`config.mk`:
```
export PLATFORM = sky130hd
export DESIGN_NAME = yuv2rgb_pipe
export DESIGN_NICKNAME = d
export VERILOG_FILES = /design/src/rtl/yuv2rgb_pkg.sv /design/src/rtl/yuv2rgb_cfg.sv /design/src/rtl/yuv2rgb_front.sv /design/src/rtl/yuv2rgb_chan.sv /design/src/rtl/yuv2rgb_pipe.sv
export SDC_FILE = /design/constraint.sdc
export NUM_CORES = 2
export LEC_CHECK = 0
export BUFFER_PORTS_ARGS = -buffer_cell sky130_fd_sc_hd__buf_4
export CAP_MARGIN = 10
export CORE_UTILIZATION = 35
export CTS_CLUSTER_DIAMETER = 40
export DETAILED_ROUTE_END_ITERATION = 8
export GPL_TIMING_DRIVEN = 1
export SLEW_MARGIN = 15
export SYNTH_ARGS = -nofsm -noshare
export SYNTH_HDL_FRONTEND = slang
export SYNTH_SLANG_ARGS = --single-unit
```
`constraint.sdc`:
```
create_clock -name clk -period 9.3 [get_ports clk]
set_input_delay 0.93 -clock clk [delete_from_list [all_inputs] [get_ports clk]]
set_output_delay 0.93 -clock clk [all_outputs]
set_load 0.01 [all_outputs]
```
`src/rtl/yuv2rgb_pkg.sv`:
```
package yuv2rgb_pkg;

  // Output channel positions inside the packed pixel vector
  localparam int CH_RED   = 0;
  localparam int CH_GREEN = 1;
  localparam int CH_BLUE  = 2;
  localparam int NUM_CH   = 3;

  // Number of coefficient slots (K0 luma, K1..K4 chroma)
  localparam int NUM_COEF = 5;

  // Configuration word selectors
  localparam logic [1:0] SEL_LUMA     = 2'd0;
  localparam logic [1:0] SEL_RED_BLUE = 2'd1;
  localparam logic [1:0] SEL_GREEN    = 2'd2;

  // Low bit of the upper coefficient field in words 1 and 2
  localparam int HI_FIELD_LSB = 16;

  function automatic int max_i(input int a, input int b);
    return (a > b) ? a : b;
  endfunction

endpackage

```
`src/rtl/yuv2rgb_cfg.sv`:
```
module yuv2rgb_cfg
  import yuv2rgb_pkg::*;
#(
  parameter int COEF_W = 11,
  parameter int OFF_W  = 9,
  parameter int FRAC_W = 8,
  parameter int CFG_W  = 32
) (
  input  logic                               clk,
  input  logic                               rst_n,
  input  logic                               we,
  input  logic [1:0]                         sel,
  input  logic [CFG_W-1:0]                   wdata,
  output logic [NUM_COEF-1:0][COEF_W-1:0]    coef,
  output logic [OFF_W-1:0]                   y_off,
  output logic [OFF_W-1:0]                   c_off
);

  localparam int LUMA_LSB = 2 * OFF_W;
  localparam int USED_TOP = max_i(LUMA_LSB + COEF_W, HI_FIELD_LSB + COEF_W);
  localparam logic [NUM_COEF-1:0][COEF_W-1:0] COEF_RST =
    (NUM_COEF*COEF_W)'(1 << FRAC_W);

  logic [NUM_COEF-1:0][COEF_W-1:0] coef_d, coef_q;
  logic [OFF_W-1:0]                y_off_d, y_off_q;
  logic [OFF_W-1:0]                c_off_d, c_off_q;
  logic                            load_en;

  logic unused_wdata;
  assign unused_wdata = ^wdata[CFG_W-1:USED_TOP];

  assign load_en = we;

  // Next-state decode of the selected word
  always_comb begin
    coef_d  = coef_q;
    y_off_d = y_off_q;
    c_off_d = c_off_q;
    case (sel)
      SEL_LUMA: begin
        coef_d[0] = wdata[LUMA_LSB +: COEF_W];
        c_off_d   = wdata[OFF_W +: OFF_W];
        y_off_d   = wdata[0 +: OFF_W];
      end
      SEL_RED_BLUE: begin
        coef_d[1] = wdata[HI_FIELD_LSB +: COEF_W];
        coef_d[4] = wdata[0 +: COEF_W];
      end
      SEL_GREEN: begin
        coef_d[2] = wdata[HI_FIELD_LSB +: COEF_W];
        coef_d[3] = wdata[0 +: COEF_W];
      end
      default: ;
    endcase
  end

  always_ff @(posedge clk or negedge rst_n) begin
    if (!rst_n) begin
      coef_q  <= COEF_RST;
      y_off_q <= '0;
      c_off_q <= '0;
    end else if (load_en) begin
      coef_q  <= coef_d;
      y_off_q <= y_off_d;
      c_off_q <= c_off_d;
    end
  end

  assign coef  = coef_q;
  assign y_off = y_off_q;
  assign c_off = c_off_q;

  // the unused selector leaves every stored value alone
  p_sel3_ignored_r11: assert property (@(posedge clk) disable iff (!rst_n)
    (we && sel == 2'd3) |=> ($stable(coef) && $stable(y_off) && $stable(c_off)));

endmodule

```
`src/rtl/yuv2rgb_front.sv`:
```
module yuv2rgb_front
  import yuv2rgb_pkg::*;
#(
  parameter int PIX_W  = 8,
  parameter int COEF_W = 11,
  parameter int OFF_W  = 9,
  parameter int ADJ_W  = 10
) (
  input  logic                               clk,
  input  logic                               rst_n,
  input  logic                               adv,
  input  logic [PIX_W-1:0]                   in_y,
  input  logic [PIX_W-1:0]                   in_u,
  input  logic [PIX_W-1:0]                   in_v,
  input  logic [NUM_COEF-1:0][COEF_W-1:0]    coef,
  input  logic [OFF_W-1:0]                   y_off,
  input  logic [OFF_W-1:0]                   c_off,
  output logic signed [ADJ_W-1:0]            y_adj,
  output logic signed [ADJ_W-1:0]            u_adj,
  output logic signed [ADJ_W-1:0]            v_adj,
  output logic [NUM_COEF-1:0][COEF_W-1:0]    coef_s1
);

  logic signed [ADJ_W-1:0]         y_adj_d, u_adj_d, v_adj_d;
  logic signed [ADJ_W-1:0]         y_adj_q, u_adj_q, v_adj_q;
  logic signed [ADJ_W-1:0]         y_off_x, c_off_x;
  logic [NUM_COEF-1:0][COEF_W-1:0] coef_q;

  // Stage 1: offset-adjust raw components, widened to keep the full range
  always_comb begin
    y_off_x = ADJ_W'($signed(y_off));
    c_off_x = ADJ_W'($signed(c_off));
    y_adj_d = ADJ_W'($signed({1'b0, in_y})) + y_off_x;
    u_adj_d = ADJ_W'($signed({1'b0, in_u})) + c_off_x;
    v_adj_d = ADJ_W'($signed({1'b0, in_v})) + c_off_x;
  end

  // Coefficients travel with the pixel so later writes do not reach it
  always_ff @(posedge clk or negedge rst_n) begin
    if (!rst_n) begin
      y_adj_q <= '0;
      u_adj_q <= '0;
      v_adj_q <= '0;
      coef_q  <= '0;
    end else if (adv) begin
      y_adj_q <= y_adj_d;
      u_adj_q <= u_adj_d;
      v_adj_q <= v_adj_d;
      coef_q  <= coef;
    end
  end

  assign y_adj   = y_adj_q;
  assign u_adj   = u_adj_q;
  assign v_adj   = v_adj_q;
  assign coef_s1 = coef_q;

endmodule

```
`src/rtl/yuv2rgb_chan.sv`:
```
module yuv2rgb_chan #(
  parameter int PIX_W  = 8,
  parameter int COEF_W = 11,
  parameter int ADJ_W  = 10,
  parameter int FRAC_W = 8
) (
  input  logic                       clk,
  input  logic                       rst_n,
  input  logic                       adv,
  input  logic signed [ADJ_W-1:0]    y_adj,
  input  logic signed [ADJ_W-1:0]    u_adj,
  input  logic signed [ADJ_W-1:0]    v_adj,
  input  logic signed [COEF_W-1:0]   k_y,
  input  logic signed [COEF_W-1:0]   k_u,
  input  logic signed [COEF_W-1:0]   k_v,
  output logic [PIX_W-1:0]           pix
);

  localparam int PROD_W = ADJ_W + COEF_W;
  localparam int SUM_W  = PROD_W + 2;
  localparam logic signed [SUM_W-1:0] HALF_LSB = SUM_W'(1) << (FRAC_W - 1);
  localparam logic signed [SUM_W-1:0] PIX_MAX  = SUM_W'((1 << PIX_W) - 1);

  logic signed [PROD_W-1:0] py_d, pu_d, pv_d;
  logic signed [PROD_W-1:0] py_q, pu_q, pv_q;
  logic signed [SUM_W-1:0]  acc, rnd;
  logic [PIX_W-1:0]         pix_d, pix_q;

  // Stage 2: three signed products
  always_comb begin
    py_d = PROD_W'(y_adj) * PROD_W'(k_y);
    pu_d = PROD_W'(u_adj) * PROD_W'(k_u);
    pv_d = PROD_W'(v_adj) * PROD_W'(k_v);
  end

  always_ff @(posedge clk or negedge rst_n) begin
    if (!rst_n) begin
      py_q <= '0;
      pu_q <= '0;
      pv_q <= '0;
    end else if (adv) begin
      py_q <= py_d;
      pu_q <= pu_d;
      pv_q <= pv_d;
    end
  end

  // Stage 3: sum, round half up, saturate
  always_comb begin
    acc = SUM_W'(py_q) + SUM_W'(pu_q) + SUM_W'(pv_q) + HALF_LSB;
    rnd = acc >>> FRAC_W;
    if (rnd[SUM_W-1])
      pix_d = '0;
    else if (rnd > PIX_MAX)
      pix_d = '1;
    else
      pix_d = rnd[PIX_W-1:0];
  end

  always_ff @(posedge clk or negedge rst_n) begin
    if (!rst_n)
      pix_q <= '0;
    else if (adv)
      pix_q <= pix_d;
  end

  assign pix = pix_q;

  // negative rounded sums land on zero
  p_floor_r7: assert property (@(posedge clk) disable iff (!rst_n)
    (adv && rnd[SUM_W-1]) |=> (pix == '0));

  // rounded sums above the pixel range land on full scale
  p_ceiling_r7: assert property (@(posedge clk) disable iff (!rst_n)
    (adv && !rnd[SUM_W-1] && rnd > PIX_MAX) |=> (pix == {PIX_W{1'b1}}));

endmodule

```
`src/rtl/yuv2rgb_pipe.sv`:
```
module yuv2rgb_pipe
  import yuv2rgb_pkg::*;
#(
  parameter int PIX_W  = 8,
  parameter int COEF_W = 11,
  parameter int OFF_W  = 9,
  parameter int FRAC_W = 8,
  parameter int CFG_W  = 32
) (
  input  logic              clk,
  input  logic              rst_n,
  input  logic              cfg_we,
  input  logic [1:0]        cfg_sel,
  input  logic [CFG_W-1:0]  cfg_wdata,
  input  logic              in_valid,
  output logic              in_ready,
  input  logic [PIX_W-1:0]  in_y,
  input  logic [PIX_W-1:0]  in_u,
  input  logic [PIX_W-1:0]  in_v,
  output logic              out_valid,
  input  logic              out_ready,
  output logic [PIX_W-1:0]  out_r,
  output logic [PIX_W-1:0]  out_g,
  output logic [PIX_W-1:0]  out_b
);

  localparam int ADJ_W   = max_i(PIX_W + 1, OFF_W) + 1;
  localparam int N_STAGE = 3;

  logic                            rst_meta_q, rst_ok_q;
  logic                            adv, accept;
  logic [N_STAGE-1:0]              vld_d, vld_q;
  logic [NUM_COEF-1:0][COEF_W-1:0] coef, coef_s1;
  logic [OFF_W-1:0]                y_off, c_off;
  logic signed [ADJ_W-1:0]         y_adj, u_adj, v_adj;
  logic [NUM_CH-1:0][PIX_W-1:0]    pix;

  // Reset: asserted asynchronously, released through two flops
  always_ff @(posedge clk or negedge rst_n) begin
    if (!rst_n) begin
      rst_meta_q <= 1'b0;
      rst_ok_q   <= 1'b0;
    end else begin
      rst_meta_q <= 1'b1;
      rst_ok_q   <= rst_meta_q;
    end
  end

  // Whole-pipeline stall driven by the consumer
  assign adv      = out_ready;
  assign in_ready = out_ready & rst_ok_q;
  assign accept   = in_valid & in_ready;

  always_comb vld_d = {vld_q[N_STAGE-2:0], accept};

  always_ff @(posedge clk or negedge rst_ok_q) begin
    if (!rst_ok_q)
      vld_q <= '0;
    else if (adv)
      vld_q <= vld_d;
  end

  assign out_valid = vld_q[N_STAGE-1];

  yuv2rgb_cfg #(
    .COEF_W (COEF_W),
    .OFF_W  (OFF_W),
    .FRAC_W (FRAC_W),
    .CFG_W  (CFG_W)
  ) u_cfg (
    .clk   (clk),
    .rst_n (rst_ok_q),
    .we    (cfg_we),
    .sel   (cfg_sel),
    .wdata (cfg_wdata),
    .coef  (coef),
    .y_off (y_off),
    .c_off (c_off)
  );

  yuv2rgb_front #(
    .PIX_W  (PIX_W),
    .COEF_W (COEF_W),
    .OFF_W  (OFF_W),
    .ADJ_W  (ADJ_W)
  ) u_front (
    .clk     (clk),
    .rst_n   (rst_ok_q),
    .adv     (adv),
    .in_y    (in_y),
    .in_u    (in_u),
    .in_v    (in_v),
    .coef    (coef),
    .y_off   (y_off),
    .c_off   (c_off),
    .y_adj   (y_adj),
    .u_adj   (u_adj),
    .v_adj   (v_adj),
    .coef_s1 (coef_s1)
  );

  // Per-channel chroma coefficient routing: red V only, blue U only, green both
  for (genvar g = 0; g < NUM_CH; g++) begin : g_ch
    logic signed [COEF_W-1:0] k_u, k_v;

    if (g == CH_RED) begin : g_red
      assign k_u = '0;
      assign k_v = coef_s1[1];
    end else if (g == CH_GREEN) begin : g_green
      assign k_u = coef_s1[3];
      assign k_v = coef_s1[2];
    end else begin : g_blue
      assign k_u = coef_s1[4];
      assign k_v = '0;
    end

    yuv2rgb_chan #(
      .PIX_W  (PIX_W),
      .COEF_W (COEF_W),
      .ADJ_W  (ADJ_W),
      .FRAC_W (FRAC_W)
    ) u_chan (
      .clk   (clk),
      .rst_n (rst_ok_q),
      .adv   (adv),
      .y_adj (y_adj),
      .u_adj (u_adj),
      .v_adj (v_adj),
      .k_y   (coef_s1[0]),
      .k_u   (k_u),
      .k_v   (k_v),
      .pix   (pix[g])
    );
  end

  assign out_r = pix[CH_RED];
  assign out_g = pix[CH_GREEN];
  assign out_b = pix[CH_BLUE];

  // Settling counter so latency checks never look before reset release
  logic [1:0] settle_q;
  always_ff @(posedge clk or negedge rst_ok_q) begin
    if (!rst_ok_q)
      settle_q <= '0;
    else if (settle_q != 2'd3)
      settle_q <= settle_q + 2'd1;
  end

  // three advancing edges carry an accepted pixel to the output
  p_latency_r8: assert property (@(posedge clk) disable iff (!rst_ok_q)
    (settle_q == 2'd3 && $past(adv, 1) && $past(adv, 2) && $past(adv, 3))
      |-> (out_valid == $past(accept, 3)));

  // a stalled output keeps its pixel unchanged
  p_hold_r9: assert property (@(posedge clk) disable iff (!rst_ok_q)
    (out_valid && !out_ready)
      |=> (out_valid && $stable(out_r) && $stable(out_g) && $stable(out_b)));

endmodule

```
# Word-level counts from Yosys, hierarchy flattened
# Cells that the tools add are included.
# W data, S select, Z words.
[totals]
in_bits = 63
elab_cells = 58
out_inout_bits = 26
regBits = 292
[classes]
n_bitwise = 2
mux = 6
mul = 5
addsub = 10
n_eq_ne = 2
order_cmp = 3
n_reduce_logical = 4
[ops]
columns = ["op", "count"]
rows = [
  ["$mul A10 B11 Y21", 5],
  ["$add A21 B21 Y22", 3],
  ["$mux W8", 6],
  ["$add A22 B9 Y23 const B", 2],
  ["$gt A15 B9 Y1 const B", 3],
  ["$add A9 B9 Y10", 3],
  ["$add A22 B21 Y23", 1],
  ["$add A23 B9 Y23 const B", 1],
  ["$reduce_and A2 Y1", 3],
  ["$and A1 B1 Y1", 2],
  ["$eq A2 B1 Y1 const B", 1],
  ["$eq A2 B2 Y1 const B", 1],
  ["$logic_not A2 Y1", 1],
]

# Logic depth before layout (Yosys ltp)
[depth]
depth_word = 6
mapped_depth = 23
mapped_depth_nobuf = 22

# Modules after synthesis
# Synthesis repeated with hierarchy kept, for this count alone.
[unflattened]
hier_cells = 6262
hier_area_um2 = 58377.2
[by_module_without_submodules]
columns = ["mod", "cells_per_inst", "instances", "area_each_um2"]
rows = [
  ["yuv2rgb_chan at g_ch[0].u_chan", 1927, 1, 17090.1],
  ["yuv2rgb_chan at g_ch[1].u_chan", 1921, 1, 17080.1],
  ["yuv2rgb_chan at g_ch[2].u_chan", 1895, 1, 16945.0],
  ["yuv2rgb_front", 351, 1, 4360.4],
  ["yuv2rgb_cfg", 156, 1, 2725.1],
  ["yuv2rgb_pipe", 12, 1, 176.4],
]

# Worst setup path before layout
# OpenSTA, ideal clock, no wires.
[synth_path]
path_type = "register -> output"
startpoint = "reg rst_ok_q"
endpoint = "out in_ready"
path_stages_with_launch = 2
required_ps = 8370
arrival_ps = 7306
setup_slack_ps = 1064
cell_sequence = "dfrtp_1 > and2_1"
[synth_between]
elab_chain_cells = 1
[synth_lines]
columns = ["element", "line_no", "rtl"]
rows = [
  ["start, declared", "yuv2rgb_pipe.sv:30", "logic rst_meta_q, rst_ok_q;"],
  ["start signal, assigned", "yuv2rgb_pipe.sv:45", "rst_ok_q <= rst_meta_q;"],
  ["$and A1 B1 Y1", "yuv2rgb_pipe.sv:51", "assign in_ready = out_ready & rst_ok_q;"],
  ["end, declared", "yuv2rgb_pipe.sv:16", "output logic in_ready,"],
]
# Every way passes these cells.

# Worst setup path after layout
[layout_path]
startpoint = "reg u_front.v_adj_q[9] (netlist: u_front.v_adj[9])"
endpoint = "reg g_ch[1].u_chan.pv_q[20]"
[layout_between]
elab_chain_cells = 1
[layout_lines]
columns = ["element", "line_no", "rtl"]
rows = [
  ["start, declared", "yuv2rgb_front.sv:25", "logic signed [ADJ_W-1:0] y_adj_q, u_adj_q, v_adj_q;"],
  ["start signal, assigned", "yuv2rgb_front.sv:48", "v_adj_q <= v_adj_d;"],
  ["$mul A10 B11 Y21", "yuv2rgb_chan.sv:33", "pv_d = PROD_W'(v_adj) * PROD_W'(k_v);"],
  ["end signal, assigned", "yuv2rgb_chan.sv:44", "pv_q <= pv_d;"],
  ["end, declared", "yuv2rgb_chan.sv:25", "logic signed [PROD_W-1:0] py_q, pu_q, pv_q;"],
]
# Every way passes these cells.
# A chain may end at the register's enable or synchronous reset.

==> flow_summary_export.csv <==
group,metric,value,unit
global_route,grt_pass1_vias,26100,
route,drcViolationCount,0,
yosys,syn-num-nets,4764,
clock_tree,htree_levels,2,
clock_tree,post_cts_buffers,0,
clock_tree,clk_latency,620,ps
setup_path,cp_max_fo,18,
timing,skew,33.3,ps
route,wl,85600,um
yosys,synth_edf_count,0,
cells_and_area,nNetsFinal,4783,
cells_and_area,final_cell_mix,"inv_1, fa_1, ha_1",
timing,fin_tns_setup,0,ps
timing,fin_crit_sh,70.7,%
route,vias,24800,
route,drt_iter0_markers,1075,
clock_tree,cts.sinks,292,
yosys,synth-seq-cells,292,
clock_tree,cts_buffers,55,
yosys,ys_seq_area_share,20.0,%
setup_path,cp.arrival,7110,ps
timing,setup_viol,0,
route,via_per_inst,4.75,
clock_tree,cts-root-buf,"clkbuf_16",
clock_tree,cts_hold_buf,0,
clock_tree,ctsResizeCount,0,
placed_design,gp_congestion,0.840,
route,drt-met1-wl,39100,um
placed_design,port_buffers,85,
yosys,synth_ff_type,"dfrtp_1",
yosys,syn_inst,3784,
timing,timing.final.max_slew_violations,0,
timing,tightest_slew,1040,ps
global_route,antenna_found_initial,0,
floorplan,ios,89,
placed_design,hpwl,68800,um
floorplan,dieArea,106000,um^2
timing,max_slew_margin,30.4,%
cells_and_area,mostFrequentLayoutCell,"inv_1",
floorplan,core_area,103000,um^2
global_route,overflow,0,
timing,min_period,6580,ps
yosys,synth-warning-count,0,
timing,hold_violations,0,
global_route,grt_util_all_layers,16.7,%
floorplan,rows,118,
route,route.met2.wl,40900,um
global_route,grt_pass1_wl,140000,um
floorplan,die_h,325,um
route,maxUsedRoutingLayer,"met4",
floorplan,die_w,325,um
setup_path,setup.worst_path.class,"reg2reg",
setup_path,crit_path_end_kind,"register",
route,wl_met3,3050,um
yosys,syn-cell-area,36600,um^2
clock_tree,cts_buffer_depth,3,
global_route,grt_max_degree,152,
setup_path,cp.required,9840,ps
route,ant_nets,0,
clock_tree,cts_tree,"done",
yosys,yosysUniqueCellTypes,76,
floorplan,start_util,35.3,%
run,max_cap_viol_count,0,
cells_and_area,drive_gt1_share,10.7,%
route,wl_per_cell,16.4,um
route,drt_first_pass_iters,4,
yosys,async_flop_share,100,%
clock_tree,clk_pin_slew,50,ps
timing,fmax,0.152,GHz
status,status,"finished clean",
cells_and_area,fillers,10200,
yosys,syn_avg_cell_area,9.67,um^2
cells_and_area,area_growth,10.7,%
min_path,holdCritPathClass,"in2async",
setup_path,start_kind,"register",
timing,rsz0062_at_grt,"false",
==> logic make-up (layout without fill, tap and decap cells) <==
| family | Yosys count | in the layout | synth area share [%] |
|---|---|---|---|
| XOR/XNOR | 160 | 160 | 3.83 |
| adder cells (fa/ha/maj) | 917 | 917 | 42.0 |
| flip-flops | 292 | 292 | 20.0 |
| AND/OR/NAND/NOR | 864 | 864 | 11.2 |
| AO/OA/AOI/OAI | 403 | 403 | 7.26 |
| buffers and inverters | 952 | 1014 | 9.77 |
| other | 1 | 2 | 0.0103 |
| multiplexers | 195 | 195 | 5.97 |
==> stage by stage <==
step,setup slack (ps),cell area [um^2],hold WS (ps),util (%),std cells
4_1_cts,2800,40500,67.8,39.1,5226
5_1_grt,2450,40500,70.1,39.1,5226
3_3_place_gp,2870,38600,333,37.3,5126
6_report,2720,40500,95.6,39.1,5227
3_5_place_dp,2820,38600,342,37.3,5126
2_1_floorplan,549,36600,331,-,3784
==> worst max-delay path, cell delays in order (launching register included) <==
cell       delay (ps)
dfrtp_1           770
clkinv_1          760
nor2_1            310
fa_1              460
fa_1              510
fa_1              440
fa_1              490
inv_1              60
fa_1              480
inv_1              40
ha_1              330
a21oi_1           210
o31ai_2           120
a2111oi_2         420
nor3_1            160
o41ai_2           330
a21oi_1           160
or3_1             360
nand3_1            80
==> final timing paths <==
path | startpoint | end | slack (ps) | cells past startpoint
max in group asynchronous | rst_ok_q$_DFF_PN0_ | u_cfg.coef[39]$_DFFE_PN0P_ | 7000 | 2
worst min register to register | rst_ok_q$_DFF_PN0_ | g_ch[0].u_chan.pv_q[20]$_DFFE_PN0P_ | 340 | 0
min in group clk | rst_meta_q$_DFF_PN0_ | rst_ok_q$_DFF_PN0_ | 350 | 0
worst min-delay path | rst_n | rst_meta_q$_DFF_PN0_ | 100 | 1
worst max register to register | u_front.v_adj[9]$_DFFE_PN0P_ | g_ch[1].u_chan.pv_q[20]$_DFFE_PN0P_ | 2720 | 18
worst max-delay path | u_front.v_adj[9]$_DFFE_PN0P_ | g_ch[1].u_chan.pv_q[20]$_DFFE_PN0P_ | 2720 | 18
==> cell type report <==
type | count | area (um^2) | share of cell area, %
Tap cell | 1380 | 1730 | 4.26
Clock inverter | 40 | 484 | 1.20
Antenna cell | 1 | 2.50 | 0.00618
Sequential cell | 292 | 7310 | 18.1
Multi-Input combinational cell | 2540 | 25700 | 63.4
Timing Repair Buffer | 104 | 801 | 1.98
Clock buffer | 60 | 1440 | 3.55
Inverter | 810 | 3040 | 7.51
==> layer usage <==
layer  vias up  global-route usage, %
met2       392                   28.4
met3       101                   2.03
li1      11900                      -
met1     12400                   22.2
met5         -                      0
met4         0                   4.89
==> Yosys cell counts (10+ instances only) <==
master      n  area (um^2)
fa_1      518        10400
a21o_1     64          480
nand2_1   397         1490
nor2b_1    17          106
mux2_2    184         2070
a21oi_1   103          515
nor3_1     34          170
xnor2_1   107          937
o21ai_0   102          510
clkbuf_1  132          495
a211oi_1   10         75.1
xor2_1     53          464
inv_1     806         3030
ha_1      399         4990
a31oi_1    12         75.1
buf_1      10         37.5
nor2_1    107          402
mux2i_1    11          110
o21a_1     20          150
dfrtp_1   291         7280
nand2b_1   23          144
or3_1      15         93.8
and2_1    198         1240
nand3_1    34          170
==> state kept, by name, indices dropped and copies added, names as in the netlist <==
signal            flops
g_ch.u_chan.pix      24
g_ch.u_chan.pu_q     42
g_ch.u_chan.pv_q     42
g_ch.u_chan.py_q     21
rst_meta_q            1
rst_ok_q              1
u_cfg.c_off           9
u_cfg.coef           55
u_cfg.y_off           9
u_front.coef_s1      55
u_front.u_adj        10
u_front.v_adj        10
u_front.y_adj        10
vld_q                 3
Power is not shown: default switching activity piles up to over one toggle a cycle in this logic, so the estimate is an artifact.
